File: src/rtl/vf_sched_pkg.sv
package vf_sched_pkg;
  localparam int IPC_W = 8;

  function automatic logic [63:0] fast_mask(input int n, input int cl);
    logic [63:0] m;
    m = '0;
    for (int c = 0; c < n; c++) m[c] = ((c % cl) < (cl / 2));
    return m;
  endfunction
endpackage

File: src/rtl/vf_ipc_track.sv
module vf_ipc_track #(
  parameter int N      = 4,
  parameter int CW     = 2,
  parameter int RW     = 2,
  parameter int WINDOW = 200
) (
  input  logic                            clk_i,
  input  logic                            rst_ni,
  input  logic [N*RW-1:0]                 retire_i,
  input  logic [N*CW-1:0]                 map_i,
  output logic [N*vf_sched_pkg::IPC_W-1:0] ipc_o,
  output logic                            win_end_o
);
  import vf_sched_pkg::*;
  localparam int MAXR   = (1 << RW) - 1;
  localparam int ACC_W  = $clog2(WINDOW * MAXR + 1);
  localparam int RECIP  = 65536 / WINDOW;
  localparam int PROD_W = ACC_W + 17;
  localparam int WC_W   = (WINDOW > 1) ? $clog2(WINDOW) : 1;

  logic [WC_W-1:0]  wcnt_q;
  logic [IPC_W-1:0] ipc_q  [N];
  logic [IPC_W-1:0] conv   [N];
  logic [ACC_W-1:0] acc_q  [N];
  logic [ACC_W-1:0] acc_nx [N];

  assign win_end_o = (wcnt_q == WC_W'(WINDOW - 1));

  always_ff @(posedge clk_i or negedge rst_ni) begin
    if (!rst_ni)        wcnt_q <= '0;
    else if (win_end_o) wcnt_q <= '0;
    else                wcnt_q <= wcnt_q + 1'b1;
  end

  for (genvar c = 0; c < N; c++) begin : g_core
    logic [PROD_W-1:0] prod, scaled;
    assign acc_nx[c] = acc_q[c] + ACC_W'(retire_i[c*RW +: RW]);
    assign prod      = PROD_W'(acc_nx[c]) * PROD_W'(RECIP);
    assign scaled    = prod >> 10;
    assign conv[c]   = (scaled > PROD_W'(255)) ? {IPC_W{1'b1}} : scaled[IPC_W-1:0];

    always_ff @(posedge clk_i or negedge rst_ni) begin
      if (!rst_ni)        acc_q[c] <= '0;
      else if (win_end_o) acc_q[c] <= '0;
      else                acc_q[c] <= acc_nx[c];
    end

    assign ipc_o[c*IPC_W +: IPC_W] = ipc_q[c];
  end

  // samples go to the thread hosted before any same-edge exchange
  always_ff @(posedge clk_i or negedge rst_ni) begin
    if (!rst_ni) begin
      for (int t = 0; t < N; t++) ipc_q[t] <= '0;
    end else if (win_end_o) begin
      for (int c = 0; c < N; c++) ipc_q[map_i[c*CW +: CW]] <= conv[c];
    end
  end

  assert_window_bound_R2: assert property (@(posedge clk_i) disable iff (!rst_ni)
    wcnt_q < WC_W'(WINDOW));
  assert_window_wrap_R2: assert property (@(posedge clk_i) disable iff (!rst_ni)
    win_end_o |=> (wcnt_q == '0));
endmodule

File: src/rtl/vf_pair_pick.sv
module vf_pair_pick #(
  parameter int N  = 4,
  parameter int CL = 2,
  parameter int CW = 2
) (
  input  logic [N-1:0]  dem_i,
  input  logic [N-1:0]  pro_i,
  output logic          found_o,
  output logic [CW-1:0] hi_o,
  output logic [CW-1:0] lo_o
);
  import vf_sched_pkg::*;
  localparam logic [63:0] FAST = fast_mask(N, CL);

  logic          f_in, f_any;
  logic [CW-1:0] h_in, l_in, h_any, l_any;

  always_comb begin
    f_in = 1'b0; f_any = 1'b0;
    h_in = '0; l_in = '0; h_any = '0; l_any = '0;
    for (int h = 0; h < N; h++) begin
      for (int l = 0; l < N; l++) begin
        if (dem_i[h] && pro_i[l] && FAST[h] && !FAST[l]) begin
          if (!f_in && (h / CL == l / CL)) begin
            f_in = 1'b1; h_in = CW'(h); l_in = CW'(l);
          end
          if (!f_any) begin
            f_any = 1'b1; h_any = CW'(h); l_any = CW'(l);
          end
        end
      end
    end
    found_o = f_in | f_any;
    hi_o    = f_in ? h_in : h_any;
    lo_o    = f_in ? l_in : l_any;
  end

  always_comb begin
    if (found_o === 1'b1) begin
      assert_pick_legal_R4: assert (dem_i[hi_o] && pro_i[lo_o]);
      assert_pick_domain_R5: assert (FAST[hi_o] && !FAST[lo_o]);
    end
  end
endmodule

File: src/rtl/thread_vf_sched.sv
module thread_vf_sched #(
  parameter int N_CORES = 4,
  parameter int CL_SIZE = 2,
  parameter int WINDOW  = 200,
  parameter int RET_W   = 2,
  parameter int HYST_W  = 4,
  localparam int CW     = (N_CORES > 1) ? $clog2(N_CORES) : 1
) (
  input  logic                  clk_i,
  input  logic                  rst_ni,
  input  logic [1:0]            mode_i,
  input  logic [7:0]            thr_i,
  input  logic [HYST_W-1:0]     hyst_i,
  input  logic [N_CORES*RET_W-1:0] retire_i,
  input  logic [N_CORES-1:0]    miss_i,
  output logic                  swap_valid_o,
  input  logic                  swap_ready_i,
  output logic [CW-1:0]         swap_hi_core_o,
  output logic [CW-1:0]         swap_lo_core_o,
  output logic [N_CORES*CW-1:0] map_o
);
  import vf_sched_pkg::*;
  localparam logic [63:0] FAST = fast_mask(N_CORES, CL_SIZE);

  logic [CW-1:0]    map_q [N_CORES];
  logic [IPC_W-1:0] ipc_tab [N_CORES];
  logic [IPC_W-1:0] core_ipc [N_CORES];
  logic [N_CORES*IPC_W-1:0] ipc_flat;
  logic [N_CORES-1:0] dem_int, dem_miss, pro;
  logic win_end, eval_q;
  logic swap_valid_q;
  logic [CW-1:0] swap_hi_q, swap_lo_q;
  logic int_found, miss_found, int_go, miss_go, hs;
  logic [CW-1:0] int_hi, int_lo, miss_hi, miss_lo;

  vf_ipc_track #(.N(N_CORES), .CW(CW), .RW(RET_W), .WINDOW(WINDOW)) u_track (
    .clk_i(clk_i), .rst_ni(rst_ni), .retire_i(retire_i), .map_i(map_o),
    .ipc_o(ipc_flat), .win_end_o(win_end)
  );

  for (genvar c = 0; c < N_CORES; c++) begin : g_core
    logic [8:0] lo_edge, hi_edge;
    assign ipc_tab[c]  = ipc_flat[c*IPC_W +: IPC_W];
    assign core_ipc[c] = ipc_tab[map_q[c]];
    assign lo_edge     = {1'b0, core_ipc[c]} + 9'(hyst_i);
    assign hi_edge     = {1'b0, thr_i} + 9'(hyst_i);
    assign dem_int[c]  = FAST[c] && (lo_edge < {1'b0, thr_i});
    assign pro[c]      = !FAST[c] && ({1'b0, core_ipc[c]} > hi_edge);
    assign dem_miss[c] = FAST[c] && miss_i[c];
    assign map_o[c*CW +: CW] = map_q[c];
  end

  vf_pair_pick #(.N(N_CORES), .CL(CL_SIZE), .CW(CW)) u_pick_int (
    .dem_i(dem_int), .pro_i(pro), .found_o(int_found), .hi_o(int_hi), .lo_o(int_lo)
  );
  vf_pair_pick #(.N(N_CORES), .CL(CL_SIZE), .CW(CW)) u_pick_miss (
    .dem_i(dem_miss), .pro_i(pro), .found_o(miss_found), .hi_o(miss_hi), .lo_o(miss_lo)
  );

  assign hs      = swap_valid_q && swap_ready_i;
  assign int_go  = eval_q && mode_i[0] && !swap_valid_q && int_found;
  assign miss_go = mode_i[1] && !swap_valid_q && !int_go && miss_found;

  always_ff @(posedge clk_i or negedge rst_ni) begin
    if (!rst_ni) begin
      eval_q       <= 1'b0;
      swap_valid_q <= 1'b0;
      swap_hi_q    <= '0;
      swap_lo_q    <= '0;
    end else begin
      eval_q <= win_end;
      if (int_go) begin
        swap_valid_q <= 1'b1; swap_hi_q <= int_hi;  swap_lo_q <= int_lo;
      end else if (miss_go) begin
        swap_valid_q <= 1'b1; swap_hi_q <= miss_hi; swap_lo_q <= miss_lo;
      end else if (hs) begin
        swap_valid_q <= 1'b0;
      end
    end
  end

  always_ff @(posedge clk_i or negedge rst_ni) begin
    if (!rst_ni) begin
      for (int c = 0; c < N_CORES; c++) map_q[c] <= CW'(c);
    end else if (hs) begin
      map_q[swap_hi_q] <= map_q[swap_lo_q];
      map_q[swap_lo_q] <= map_q[swap_hi_q];
    end
  end

  assign swap_valid_o   = swap_valid_q;
  assign swap_hi_core_o = swap_hi_q;
  assign swap_lo_core_o = swap_lo_q;

  logic [N_CORES-1:0] seen;
  always_comb begin
    seen = '0;
    for (int c = 0; c < N_CORES; c++) seen[map_q[c]] = 1'b1;
  end

  assert_map_perm_R7: assert property (@(posedge clk_i) disable iff (!rst_ni)
    seen == '1);
  assert_req_hold_R7: assert property (@(posedge clk_i) disable iff (!rst_ni)
    (swap_valid_q && !swap_ready_i) |=> (swap_valid_q && $stable(swap_hi_q) && $stable(swap_lo_q)));
  assert_map_quiet_R7: assert property (@(posedge clk_i) disable iff (!rst_ni)
    !hs |=> $stable(map_o));
  assert_req_drop_R8: assert property (@(posedge clk_i) disable iff (!rst_ni)
    hs |=> !swap_valid_q);
  assert_req_domain_R5: assert property (@(posedge clk_i) disable iff (!rst_ni)
    swap_valid_q |-> (FAST[swap_hi_q] && !FAST[swap_lo_q]));
  assert_mode_gate_R9: assert property (@(posedge clk_i) disable iff (!rst_ni)
    $rose(swap_valid_q) |-> ($past(mode_i) != 2'b00));
endmodule

File: config.mk
export PLATFORM = sky130hd
export DESIGN_NAME = thread_vf_sched
export DESIGN_NICKNAME = d
export VERILOG_FILES = /design/src/rtl/vf_sched_pkg.sv /design/src/rtl/vf_ipc_track.sv /design/src/rtl/vf_pair_pick.sv /design/src/rtl/thread_vf_sched.sv
export SDC_FILE = /design/constraint.sdc
export NUM_CORES = 1
export LEC_CHECK = 0
export BUFFER_PORTS_ARGS = -buffer_cell sky130_fd_sc_hd__clkbuf_2
export CAP_MARGIN = 20
export CORE_AREA = 2 2 194 196
export CTS_CLUSTER_DIAMETER = 120
export DETAILED_ROUTE_END_ITERATION = 12
export DIE_AREA = 0 0 196 198
export HOLD_SLACK_MARGIN = 0.15
export PLACE_DENSITY = 0.55
export SLEW_MARGIN = 40
export SYNTH_ARGS = -nofsm -noshare
export SYNTH_HDL_FRONTEND = slang
export SYNTH_SLANG_ARGS = --single-unit
export TNS_END_PERCENT = 100
File: constraint.sdc
create_clock -name clk_i -period 4.96 [get_ports clk_i]
set_input_delay 0.496 -clock clk_i [delete_from_list [all_inputs] [get_ports clk_i]]
set_output_delay 0.496 -clock clk_i [all_outputs]
set_load 0.05 [all_outputs]
* Yosys cells after proc, flatten, opt, wreduce, memory -nomap -nowiden
Index checks and enable logic that the tools add are counted.
Widths: inputs -> output; s select.
** Word-level totals
- Flip-flop bits (word level) :: 94
- Bits in latches :: 0
- Bits in writable memories :: 0
- Bits in read-only memories :: 0
- Input bits :: 29
- Output and inout bits :: 13
- Word-level logic and storage cells :: 177
- Memories :: 0
** Cells by class
- Add/sub/neg operators :: 8
- Multipliers :: 4
- Divide/modulo/power cells :: 0
- Magnitude comparators :: 20
- Eq/ne operators :: 1
- Shift operators :: 0
- Muxes and demuxes :: 94
- Bitwise operators :: 8
- Reductions and logical operators :: 25
** Operators by type and width (count)
- $mux 8 :: 17
- $bwmux 32 :: 4
- $mux 2 :: 40
- $mul 10x9->19 const B :: 4
- $bmux 8 s2 :: 4
- $demux 8 s2 :: 4
- $add 10x2->10 :: 4
- $mux 10 :: 4
- $gt 9x8->1 const B :: 4
- $add 8x4->9 :: 3
- $logic_and 1x1->1 :: 21
- $ge 3x3->1 const B :: 6
- $gt 8x9->1 :: 2
- $lt 3x1->1 const B :: 6
- $lt 9x8->1 :: 2
- $not 2->3 :: 6
- $bwmux 8 :: 2
- $mux 1 :: 15
- $add 8x1->8 const B :: 1
- $bmux 2 s2 :: 2
- $demux 2 s2 :: 2
- $eq 8x8->1 const B :: 1
- $reduce_bool 3->1 :: 1
- $logic_not 1->1 :: 2
- 2 further kinds :: 3

* Depth between registers and ports, before layout
- Depth after elaboration :: 18
- Depth in mapped cells :: 24

* Cells and area by module
From an unflattened synthesis, not the netlist that was laid out.
** Unflattened totals
- Cells, all modules :: 1503
- Area, all modules :: 14059.7 um2
** Modules (own cells, without submodules)
- vf_ipc_track :: times used 1, cells each 1180, area each 10913.0 um2, seq. area each 2001.9 um2
- thread_vf_sched :: times used 1, cells each 305, area each 3004.1 um2, seq. area each 355.3 um2
- vf_pair_pick :: times used 2, cells each 9, area each 71.3 um2, seq. area each 0.0 um2

* Worst setup path after synthesis
No wires, ideal clock.
- Path type :: input-to-reg
- Start :: input port retire_i[0]
- End :: register u_track.ipc_q (netlist bit u_track.ipc_o[1])
- Library setup time :: 0.126 ns
- Data arrival time :: 5.325 ns
- Required time :: 4.834 ns
- Path slack :: -0.491 ns
- Stages :: 20
- Buffers on the path :: 1
- Cells stage by stage :: ha_1 fa_1 nand3_1 xor2_1 inv_1 ha_1 ha_1 fa_1 inv_1 fa_1 inv_1 ha_1 clkbuf_1 a21oi_1 o21ai_0 a21o_1 or3_1 a21oi_1 o221ai_1 a221o_1
** Between the ends
- Cells in the longest elaborated chain, start to end :: 8
** Ends and longest elaborated chain
- from (decl) :: line thread_vf_sched.sv:14 : input logic [N_CORES*RET_W-1:0] retire_i,
- $add 10x2->10 (*) :: line vf_ipc_track.sv:37 : assign acc_nx[c] = acc_q[c] + ACC_W'(retire_i[c*RW +: RW]);
- $mul 10x9->19 (*) :: line vf_ipc_track.sv:38 : assign prod = PROD_W'(acc_nx[c]) * PROD_W'(RECIP);
- $gt 9x8->1 :: line vf_ipc_track.sv:40 : assign conv[c] = (scaled > PROD_W'(255)) ? {IPC_W{1'b1}} : scaled[IPC_W-1:0];
- $mux 8 (*) :: line vf_ipc_track.sv:40
- $bwmux 32 (*) (4 in a row) :: line vf_ipc_track.sv:56 : for (int c = 0; c < N; c++) ipc_q[map_i[c*CW +: CW]] <= conv[c];
- to (decl) :: line vf_ipc_track.sv:22 : logic [IPC_W-1:0] ipc_q [N];
Every way passes the cells marked *; elsewhere a longest branch is shown, timed or not.
A chain may end at the register's enable or synchronous reset.

* Final worst setup path
- Start :: register u_track.acc_q[11] (netlist bit)
- End :: register u_track.ipc_q (netlist bit u_track.ipc_o[7])
** Between the ends
- Cells in the longest elaborated chain, start to end :: 6
** Ends and longest elaborated chain
- from (decl) :: line vf_ipc_track.sv:24 : logic [ACC_W-1:0] acc_q [N];
- from (signal, indexed assignment) :: line vf_ipc_track.sv:45 : else acc_q[c] <= acc_nx[c];
- $add 10x2->10 (*) :: line vf_ipc_track.sv:37
- $mul 10x9->19 (*) :: line vf_ipc_track.sv:38
- $gt 9x8->1 :: line vf_ipc_track.sv:40
- $mux 8 (*) :: line vf_ipc_track.sv:40
- $bwmux 32 (*) (2 in a row) :: line vf_ipc_track.sv:56
Marked as above.

==> results.yml <==
run_status:
  status: "finished with violations"
  violations: "setup timing"
routing:
  num_vias: 12000
  wl_um: 39100
  met3_length_um: 1120
  first_pass_iters: 5
  met2_length_um: 19200
  drtAntennaViolNets: 0
  drt-vias-per-instance: 5.37
  post-route-drc-count: 0
  post_drt_wl_per_cell_um: 17.5
  routed.top_layer: "met4"
  m1WireLength_um: 17500
  drtIter0Drc: 456
clock_network:
  cts_tree: "built"
  clockBufferDepth: 2
  h-tree-depth: 3
  cts_buffers: 9
  clk_latency_ns: 0.39
  cts_num_sinks: 93
  clk_pin_slew_ns: 0.07
  cts_root_buffer: "clkbuf_16"
synthesis:
  syn_nets: 1849
  synth.avg_cell_area_sq_um: 9.34
  synth_area_leaders: "ha_1 25%, dfrtp_1 16%, fa_1 9.9%"
  synth-seq-cells: 93
  synth.largest_area_cell: "ha_1"
  synth_flop_cell: "dfrtp_1"
  async_reset_ff_share_pct: 100
  yosysSeqAreaShare_pct: 17.0
  yosysTopAreaCellShare_pct: 25.4
  synth_cell_types: 85
  yosysWarnings: 0
  synth_area_sq_mm: 0.0138
  synth_edf_count: 0
  netlist_instances: 1473
floorplanning:
  die_x_um: 196
  fp.dieH_um: 198
  io_pins: 42
  die-area_sq_mm: 0.0388
  num_rows: 71
  coreArea_sq_mm: 0.0370
  initial_core_util_pct: 37.2
final_layout:
  num_antenna_cells: 0
  final_util_pct: 51.0
  area_delta_synth_final_pct: 37.0
  layout.cells.non_filler: 2233
  drive_above_1_share_pct: 38.4
  nets: 2130
sta:
  hold_slack_ns: 0.390
  finalCriticalPeriod_ns: 5.20
  worst_pin_slew_ns: 0.985
  finalHoldViolCount: 0
  min_period_over_period_pct: 105
  fin_ws_ns: -0.242
  clock_skew_ns: 0.0204
  slew_violations: 0
  max_slew_margin_pct: 34.2
  tns_ns: -5.07
  max_freq_mhz: 192
  rsz0062_at_grt: "true"
  finalSetupViolations: 32
flow_run:
  drv_cap: 0
global_routing:
  grt_max_degree: 49
  grt_overflow: 0
  grt_pass1_vias: 12300
  antenna_found_initial: 0
  grt_pass1_wl_um: 64100
  track_usage_pct: 20.8
setup_path:
  arrival_ns: 5.47
  reg2reg_depth: 24
  crit_type: "reg -> reg"
  cp-end-kind: "register"
  worstPathMaxFanout: 5
  cp-start-kind: "register"
  cp_data_required_time_ns: 5.23
  reg2reg_slack_ns: -0.24
placed_design:
  finalWeightedCongestion: 0.941
  port_buffers: 38
  dp_cells: 2178
  hpwlAfterDp_um: 31000
hold_path:
  hold_class: "in -> reg"
  min_path_cells: 3
## cell usage after synthesis, types with 26 or more instances
| cell type | n |
|---|---|
| ha_1 | 279 |
| inv_1 | 171 |
| dfrtp_1 | 89 |
| nor2_1 | 87 |
| o21ai_0 | 72 |
| a21oi_1 | 70 |
| fa_1 | 68 |
| nand2_1 | 68 |
| xnor2_1 | 49 |
| nand3_1 | 39 |
| xor2_1 | 36 |
| a21o_1 | 35 |
| mux4_2 | 32 |
| nor3_1 | 27 |
| and2_1 | 26 |
## worst paths after layout
| path | to | start |
|---|---|---|
| max | u_track.ipc_o[7]$_DFFE_PN0P_ | u_track.acc_q[11]$_DFF_PN0_ |
| min | swap_valid_o$_DFFE_PN0P_ | swap_ready_i |
| max reg2reg | u_track.ipc_o[7]$_DFFE_PN0P_ | u_track.acc_q[11]$_DFF_PN0_ |
| min reg2reg | u_track.wcnt_q[0]$_DFF_PN0_ | u_track.wcnt_q[0]$_DFF_PN0_ |
| max in group asynchronous | u_track.ipc_o[1]$_DFFE_PN0P_ | rst_ni |
| min in group asynchronous | u_track.acc_q[26]$_DFF_PN0_ | rst_ni |
## metrics by stage
step                instance area [sq um]  worst slack [ns]
floorplan                           14400            -0.160
global placement                    16800            -0.636
detailed placement                  16800            -0.669
CTS                                 17800            -0.300
global route                        18900            -0.449
finish                              18900            -0.242
## sequential cells by signal, indices dropped and copies added (netlist names)
signal,count
swap_hi_core_o,1
swap_lo_core_o,2
map_o,8
swap_valid_o,1
u_track.ipc_o,32
u_track.acc_q,40
eval_q,1
u_track.wcnt_q,8
## cell type report
class,instances,area (sq um)
timing repair buffer,303,2260
inverter,172,646
clock buffer,10,239
tap,474,593
multi-input combinational,1175,12700
clock inverter,6,55.1
fill,3416,18100
sequential,93,2330
## worst max-delay path, cell delays in order (launching register included)
cell,delay (ns)
dfrtp_1,0.39
ha_1,0.29
a21o_1,0.19
nand2_2,0.08
inv_2,0.05
and3_4,0.19
xnor2_4,0.13
buf_6,0.12
fa_1,0.52
inv_2,0.05
ha_4,0.21
ha_4,0.25
inv_2,0.03
fa_1,0.49
inv_2,0.05
ha_4,0.28
nand3_2,0.09
o211ai_1,0.24
o211a_1,0.26
o21ba_4,0.23
o211ai_4,0.13
buf_6,0.18
nor2_4,0.21
a21oi_2,0.08
a221o_1,0.34
## logic make-up (layout without fill, tap and decap cells)
kind of cell,count (synthesis),count (layout),synth area share [%]
AND/OR/NAND/NOR,344,344,12.5
flip-flops,93,93,17.0
adder cells (fa/ha/maj),347,347,35.3
multiplexers,48,48,6.44
AO/OA/AOI/OAI,349,350,17.6
other,1,1,0.0273
XOR/XNOR,85,85,5.41
buffers and inverters,206,491,5.82
## metal layers
metal  up-vias  global-route usage (%)
met1      5813                    26.2
met3        80                    2.64
met5         -                       0
met2       213                    36.3
met4         0                    7.94
li1       5892                       -
## what timing repair did
item                                    CTS  global route
hold buffers                              1             0
pin swaps                                74           149
endpoints found under the hold margin     7             0
gates cloned                              2             0
buffers inserted                         21            17
resized for setup                       108           168
endpoints found under the setup margin   32            32
## cells in the final DEF (no fill, tap or decap), drive strengths merged, types with 9 or more instances in the layout
cell type	synthesis	layout
and3	21	21
o21a	11	11
xnor2	49	49
dfrtp	89	89
a21oi	74	74
nand2	68	68
mux4	32	32
fa	68	68
inv	172	175
a211oi	15	15
nor3	28	28
nand4	14	14
nor2	87	87
o22ai	12	12
nor2b	18	18
clkbuf	15	47
and2	28	28
a21o	35	35
mux2i	12	12
o31ai	9	9
nand3	42	42
a221o	9	9
o211ai	18	19
buf	19	265
nand2b	13	13
o21ai	79	79
xor2	36	36
ha	279	279
Power is not shown: default switching activity piles up to over one toggle a cycle in this logic, so the estimate is an artifact.
